[config.mk]
export PLATFORM = sky130hd
export DESIGN_NAME = async_tx_break
export DESIGN_NICKNAME = d
export VERILOG_FILES = /design/src/rtl/async_tx_pkg.sv /design/src/rtl/async_tx_fifo.sv /design/src/rtl/async_tx_shifter.sv /design/src/rtl/async_tx_break.sv
export SDC_FILE = /design/constraint.sdc
export NUM_CORES = 1
export LEC_CHECK = 0
export ABC_AREA = 1
export BUFFER_PORTS_ARGS = -buffer_cell sky130_fd_sc_hd__buf_2
export CAP_MARGIN = 40
export CORE_MARGIN = 1
export CORE_UTILIZATION = 35
export DETAILED_ROUTE_END_ITERATION = 8
export PLACE_DENSITY = 0.6
export SLEW_MARGIN = 20
export SYNTH_ARGS = -nofsm -noshare
export SYNTH_HDL_FRONTEND = slang
export SYNTH_HIERARCHICAL = 1
export SYNTH_SLANG_ARGS = --single-unit
[constraint.sdc]
create_clock -name clk -period 2.5 [get_ports clk]
set_input_delay 0.375 -clock clk [delete_from_list [all_inputs] [get_ports clk]]
set_output_delay 0.375 -clock clk [all_outputs]
set_load 0.005 [all_outputs]
[src/rtl/async_tx_pkg.sv]
package async_tx_pkg;

    typedef enum logic [1:0] {
        TX_IDLE = 2'd0,
        TX_DATA = 2'd1,
        TX_STOP = 2'd2,
        TX_HOLD = 2'd3
    } tx_state_e;

endpackage

[src/rtl/async_tx_fifo.sv]
module async_tx_fifo #(
    parameter int WIDTH = 8,
    parameter int DEPTH = 8
) (
    input  logic             clk,
    input  logic             rst_n,
    input  logic             flush,
    input  logic             push,
    input  logic [WIDTH-1:0] push_data,
    input  logic             pop,
    output logic [WIDTH-1:0] head,
    output logic             empty,
    output logic             full
);
    localparam int AW = (DEPTH > 1) ? $clog2(DEPTH) : 1;
    localparam int CW = $clog2(DEPTH + 1);
    localparam logic [AW-1:0] LAST_IDX = AW'(DEPTH - 1);
    localparam logic [CW-1:0] CAP      = CW'(DEPTH);

    typedef struct packed {
        logic [DEPTH-1:0][WIDTH-1:0] mem;
        logic [AW-1:0]               rd;
        logic [AW-1:0]               wr;
        logic [CW-1:0]               cnt;
    } fifo_t;

    fifo_t q, d;
    logic  do_push, do_pop;

    assign empty = (q.cnt == '0);
    assign full  = (q.cnt == CAP);
    assign head  = q.mem[q.rd];

    always_comb begin
        d       = q;
        do_push = push && !full;
        do_pop  = pop && !empty;
        if (flush) begin
            d.rd  = '0;
            d.wr  = '0;
            d.cnt = '0;
        end else begin
            if (do_push) begin
                d.mem[q.wr] = push_data;
                d.wr        = (q.wr == LAST_IDX) ? '0 : q.wr + 1'b1;
            end
            if (do_pop) begin
                d.rd = (q.rd == LAST_IDX) ? '0 : q.rd + 1'b1;
            end
            if (do_push && !do_pop) begin
                d.cnt = q.cnt + 1'b1;
            end else if (do_pop && !do_push) begin
                d.cnt = q.cnt - 1'b1;
            end
        end
    end

    always_ff @(posedge clk or negedge rst_n) begin
        if (!rst_n) begin
            q <= '0;
        end else begin
            q <= d;
        end
    end

endmodule

[src/rtl/async_tx_shifter.sv]
module async_tx_shifter
    import async_tx_pkg::*;
#(
    parameter int DATA_W = 8
) (
    input  logic              clk,
    input  logic              rst_n,
    input  logic              bit_en,
    input  logic              brk,
    input  logic              flush,
    input  logic              two_stop,
    input  logic              avail,
    input  logic [DATA_W-1:0] din,
    output logic              pop,
    output logic              txd,
    output logic              active
);
    localparam int CNTW = (DATA_W > 2) ? $clog2(DATA_W) : 1;
    localparam logic [CNTW-1:0] LAST_BIT = CNTW'(DATA_W - 1);

    typedef struct packed {
        tx_state_e         state;
        logic [DATA_W-1:0] shreg;
        logic [CNTW-1:0]   cnt;
        logic              stop2;
        logic              txd;
    } shift_t;

    shift_t q, d;

    assign txd    = q.txd;
    assign active = (q.state == TX_DATA) || (q.state == TX_STOP);

    always_comb begin
        d   = q;
        pop = 1'b0;
        if (bit_en && brk) begin
            // Break wins over everything: the line goes low and the character is dropped.
            d.state = TX_HOLD;
            d.txd   = 1'b0;
        end else if (flush) begin
            // A flush keeps a pending break recovery so the idle gap is still sent.
            d.state = (q.state == TX_HOLD) ? TX_HOLD : TX_IDLE;
        end else if (bit_en) begin
            unique case (q.state)
                TX_IDLE: begin
                    if (avail) begin
                        pop     = 1'b1;
                        d.txd   = 1'b0;
                        d.shreg = din;
                        d.cnt   = '0;
                        d.stop2 = two_stop;
                        d.state = TX_DATA;
                    end else begin
                        d.txd = 1'b1;
                    end
                end
                TX_DATA: begin
                    d.txd   = q.shreg[0];
                    d.shreg = q.shreg >> 1;
                    if (q.cnt == LAST_BIT) begin
                        d.cnt   = '0;
                        d.state = TX_STOP;
                    end else begin
                        d.cnt = q.cnt + 1'b1;
                    end
                end
                TX_STOP: begin
                    d.txd = 1'b1;
                    if (q.stop2 && (q.cnt == '0)) begin
                        d.cnt = q.cnt + 1'b1;
                    end else begin
                        d.cnt   = '0;
                        d.state = TX_IDLE;
                    end
                end
                TX_HOLD: begin
                    d.txd   = 1'b1;
                    d.state = TX_IDLE;
                end
                default: begin
                    d.state = TX_IDLE;
                end
            endcase
        end
    end

    always_ff @(posedge clk or negedge rst_n) begin
        if (!rst_n) begin
            q       <= '0;
            q.state <= TX_IDLE;
            q.txd   <= 1'b1;
        end else begin
            q <= d;
        end
    end

endmodule

[src/rtl/async_tx_break.sv]
module async_tx_break #(
    parameter int DATA_W     = 8,
    parameter int FIFO_DEPTH = 8
) (
    input  logic              clk,
    input  logic              rst_n,
    input  logic              bit_en,
    input  logic              wr_valid,
    input  logic [DATA_W-1:0] wr_data,
    output logic              wr_ready,
    input  logic              two_stop,
    input  logic              brk,
    input  logic              flush,
    output logic              txd,
    output logic              busy
);
    logic              q_empty;
    logic              q_full;
    logic              q_pop;
    logic [DATA_W-1:0] q_head;
    logic              sh_active;

    async_tx_fifo #(
        .WIDTH(DATA_W),
        .DEPTH(FIFO_DEPTH)
    ) u_fifo (
        .clk      (clk),
        .rst_n    (rst_n),
        .flush    (flush),
        .push     (wr_valid),
        .push_data(wr_data),
        .pop      (q_pop),
        .head     (q_head),
        .empty    (q_empty),
        .full     (q_full)
    );

    async_tx_shifter #(
        .DATA_W(DATA_W)
    ) u_shift (
        .clk     (clk),
        .rst_n   (rst_n),
        .bit_en  (bit_en),
        .brk     (brk),
        .flush   (flush),
        .two_stop(two_stop),
        .avail   (!q_empty),
        .din     (q_head),
        .pop     (q_pop),
        .txd     (txd),
        .active  (sh_active)
    );

    assign wr_ready = !q_full;
    assign busy     = sh_active || (!q_empty && !brk);

endmodule

[After elaboration in Yosys (flattened, before gate mapping)]
Index checks and enable logic that the tools add are counted.
Operators by class
  $add $sub $neg: 5
  $lt $le $gt $ge: 3
  equal/unequal tests: 12
  mux-type cells: 34
  bitwise gates (word level): 3
  reduce and logical (&&, ||, !) cells: 32
Operators by type and width (number)
  64-bit bitwise mux: 1
  8-bit binary-select mux with 3-bit select: 1
  8-bit demux with 3-bit select: 1
  3-bit two-way mux: 6
  8-bit two-way mux: 2
  8-bit case mux with 2 select lines: 1
  15-bit two-way mux: 1
  5-bit AND reduction: 3
  14-bit two-way mux: 1
  10-bit two-way mux: 1
  2-bit two-way mux: 5
  3-bit by 1-bit adder with 3-bit output (second input constant): 3
  3-bit equality test (second input constant): 3
  1-bit two-way mux: 9
  3-bit case mux with 3 select lines: 1
  3-bit nonzero test: 3
  1-bit logical AND: 8
  3-bit by 4-bit < comparator with 1-bit output (second input constant): 2
  4-bit two-way mux: 2
  4-bit != test (second input constant): 2
  2-bit case mux with 4 select lines: 1
  2-bit nonzero test: 4
  1-bit zero test: 5
  4-bit by 1-bit adder with 4-bit output (second input constant): 1
  other kinds (17): 22
Storage, ports and cells
  flip-flop bits (word level): 89
  input port bits: 15
  output and inout port bits: 3
  logic and storage cells: 105

[Longest topological paths before layout]
  depth in word-level cells: 11
  depth in mapped cells: 15

[Hierarchy]
The synthesis kept the hierarchy.
Modules (own cells, without submodules)
  async_tx_fifo: times used 1, cells each 414, area an instance 3657.3 um2, sequential area each 1851.8 um2
  async_tx_shifter: times used 1, cells each 120, area an instance 970.9 um2, sequential area each 376.6 um2
  async_tx_break: times used 1, cells each 4, area an instance 20.0 um2, sequential area each 0.0 um2

[Least setup slack after synthesis]
Ideal clock, no wire load.
  kind: register to register
  start: register u_fifo/q[0] (netlist name)
  end: register u_fifo/q[3] (netlist name)
  library setup time: 0.117 ns
  data arrival time: 2.067 ns
  required time: 2.383 ns
  slack: 0.315 ns
  cell stages (with the launch flop): 15
  path buffers: 0
  clock period less this slack: 2.185 ns
  cell sequence: dfrtp_1 nor2_2 nand2_1 inv_1 inv_1 nand4_1 inv_1 nand2_1 nand3_1 ha_1 a21o_1 a21oi_1 nand3_1 nand3_1 nand2_1
On the way
  word-level cells in the longest chain between the ends: 11
RTL lines
  from (decl): line async_tx_fifo.sv:27  | fifo_t q, d;
  from (signal assigned): line async_tx_fifo.sv:60  | q <= '0;
  from (signal assigned): line async_tx_fifo.sv:62  | q <= d;
  4-bit zero test *: line async_tx_fifo.sv:30  | assign empty = (q.cnt == '0);
  via q_empty: line async_tx_break.sv:17  | logic q_empty;
  1-bit two-way mux *: line async_tx_shifter.sv:47  | if (avail) begin
  1-bit two-way mux *: line async_tx_shifter.sv:45  | unique case (q.state)
  1-bit two-way mux *: line async_tx_shifter.sv:44  | end else if (bit_en) begin
  1-bit two-way mux *: line async_tx_shifter.sv:41  | end else if (flush) begin
  1-bit two-way mux *: line async_tx_shifter.sv:37  | if (bit_en && brk) begin
  via q_pop: line async_tx_break.sv:19  | logic q_pop;
  1-bit logical AND *: line async_tx_fifo.sv:37  | do_pop = pop && !empty;
  1-bit zero test: line async_tx_fifo.sv:50  | if (do_push && !do_pop) begin
  1-bit logical AND: line async_tx_fifo.sv:50
  4-bit two-way mux: line async_tx_fifo.sv:50
  10-bit two-way mux: line async_tx_fifo.sv:38  | if (flush) begin
Mark *: on every way through the listed nets, which the timed path passes. The rest lies on a longest branch. The select of a mux whose other input is x is not followed.
A chain may end at the register's enable or synchronous reset.

[Final worst setup path]
  start: register u_fifo/q[2] (netlist name)
  end: register u_fifo/q[3] (netlist name)
Same word-level chain as after synthesis.

==> metrics.txt <==
status=complete, but fails checks; failing checks=hold timing; Buf/Inv on CP=3; FF+latch count, synth=around 90; Post-CTS Setup Inserts=0; initial core utilization=0.364; Max clock buf depth=2; Root Driver=clkbuf_16; kind of critical path=flop to flop; H-Tree Depth=3; synthesized netlist cell count=538; vias=around 3600; slew at the pin closest to its max-slew limit=~0.65 ns; slowest CP cell=dfrtp_1; crit path cell chain=nor2_1 > nand2_1 > inv_1 > inv_1 > nand4_1 > inv_1 > nand2_1 > nand3_4 > ha_1 > a21o_1 > a21oi_1 > nand3_1 > nand3_1 > nand2_1; Sum Neg Setup Slack=0 ns; crit path capture type=flop; Mapped Area=4650 um2; FFs w/ async S/R, synth=1.00; CTS Hold Bufs=0; clock period minus worst slack=2.29 ns; vias in the first global route=~3700; Fin Hold WS=-0.00796 ns; Synthesis Warnings=6; final clock skew=0.00670 ns; final setup vio count=0; die width=between 100 and 150 um; Crit Path Max Fanout=7; Residual DRC=0; vias per cell=4.98; syn_area_per_cell=8.64 um2; max-slew violations=0; Final Hold Vio Count=6; final WL=10300 um; total CTS buffers=9; # diodes=0; Core Box Area=roughly 13000 um2; Post-DP HPWL=6990 um; Final nets=slightly below 600; Arr. time, crit path=2.52 ns; layout cell share with drive strength beyond 1=0.141; element type at the critical path start=flop; Cells after DPL=717; Worst Hold Class=primary input to async pin; CTS tree=yes; slew margin rel.=0.567; post-cts resize count=0; Post-synth EDFFs=0; Clk pin slew, worst setup/hold paths=0.06 ns; Pre-antenna DRT Iters=7; first-pass GRT wire length=18000 um; Syn Nets=566; total track usage=0.174; slowest cell delay on critical path=0.42 ns; RePlAce Congestion=0.846; post-synth top area cell=dfrtp_1; Max Cap Viol=0; RSZ-0062 raised after global routing=no; count leader, synth=nand2_1; port bufs=17; Area Growth Syn to Fin=12.0%; Die Ht=117 um; Worst-Skew Late Latency=0.34 ns; Synth top cells by count=nand2_1, dfrtp_1, nor2_1; P_leak=between 0.002 and 0.003 uW; final non-filler cell total=733; fmax=0.437 GHz; clock sink total=89; Req. time, crit path=2.73 ns; largest net degree at the start of global routing=between 50 and 60; I/O pin total=18; row count=between 40 and 50; Worst VDD drop=0.472 mV; grt ovf=0; Netlist cell types=33; final worst path period share=0.916; Pwr Density=approximately 970 nW/um2; share of the synthesized area in the top cell type=0.474; post-route ant nets=0; top cells by area in the synthesized netlist=dfrtp_1, nand2_1, o21ai_1; Wirelength per Cell=roughly 14 um; CP delay by family, top=simple AND/OR/NAND/NOR gates; initial DRC count=247; initial antenna violation count=0; top_reg_cell synth=dfrtp_1; full die area=13700 um2; post-synthesis sequential area ratio=0.479
## per-stage QoR
| stage | power, uW | setup WS [ns] | util | hold WS [ns] | cell area (um2) |
|---|---|---|---|---|---|
| floorplan | 3260 | 0.315 | - | 0.0794 | 4650 |
| global placement | 3610 | 0.220 | 0.383 | 0.379 | 4890 |
| detailed placement | 3680 | 0.115 | 0.383 | 0.378 | 4890 |
| CTS | 5080 | 0.110 | 0.407 | 0.00689 | 5190 |
| global route | 5450 | 0.0222 | 0.408 | 0.0363 | 5210 |
| finish | 5040 | 0.210 | 0.408 | -0.00796 | 5210 |
## worst reg2reg max path, delay by kind of cell (launching register included)
kind	cells	cell delay (ns)
AO/OA/AOI/OAI	2	0.35
adder cells (fa/ha/maj)	1	0.30
buffers and inverters	3	0.24
flip-flops	1	0.42
AND/OR/NAND/NOR	8	0.87
## layer usage
metal	GRT usage	part of all wire	routed length [um]
met1	0.228	0.49	5050
met2	0.278	0.45	4680
met3	0.0412	0.040	413
met4	0.0650	0.017	177
met5	0	0	0
## power breakdown
| group | switching, uW | internal [uW] | leakage (uW) | total [uW] |
|---|---|---|---|---|
| Combinational | 953 | 604 | 0.00118 | 1560 |
| Clock | 592 | 787 | 0.000152 | 1380 |
| Sequential | 266 | 1840 | 0.00117 | 2110 |
| Total | 1810 | 3230 | 0.00251 | 5040 |
## flip-flops by register name, indices dropped and copies added (netlist names)
register / cells
u_fifo/q: 74
u_shift/q: 14
u_shift/txd: 1
## placed cells by master (no fill, tap or decap), types with 3 or more instances in the layout
cell       netlist  layout
inv_1           40      40
nor2_2           4       4
o22ai_1          8       8
o21ai_2         11      11
dfrtp_1         88      88
buf_4            0       9
nand3_1         13      12
a22oi_1          5       5
clkbuf_16        0       9
a21oi_1         13      13
o21ai_0         46      46
nor2_1          66      66
o21ai_1         55      55
inv_2            4       4
ha_1            12      12
a31oi_1          8       8
nand2_1        115     115
nand2_4          3       3
buf_2            1      16
nand4_1          3       3
nand4_4          8       8
nor2_8           3       3
## cell families after synthesis
kind of cell,after synthesis,share of synthesized area
DFF,89,0.479
and+or+nand+nor,218,0.231
AOI/OAI and AO/OA,153,0.185
adders and majority gates,13,0.0366
buffers and inverters,64,0.0665
xor gates and xnor gates,1,0.00188
## path summary, 6_finish.rpt
path,from,endpoint,slack (ns),cells past startpoint
worst max register to register,u_fifo/q[2],u_fifo/q[3],0.21,14
worst min-delay path,rst_n,u_fifo/q[0],-0.008,1
max in group asynchronous,rst_n,u_fifo/q[38],1.86,2
worst max-delay path,u_fifo/q[2],u_fifo/q[3],0.21,14
min in group clk,two_stop,u_shift/q[1],0.23,3
worst min register to register,u_fifo/q[54],u_fifo/q[54],0.48,2
## area by class of cell
class / instances / area, um2
fill: 1285 / 7570
sequential: 89 / 2230
clock inverter: 7 / 77.6
multi-input combinational: 385 / 2120
timing repair buffer: 26 / 168
tap: 172 / 215
inverter: 45 / 169
clock buffer: 9 / 225
Power figures use the tool's default switching activity.
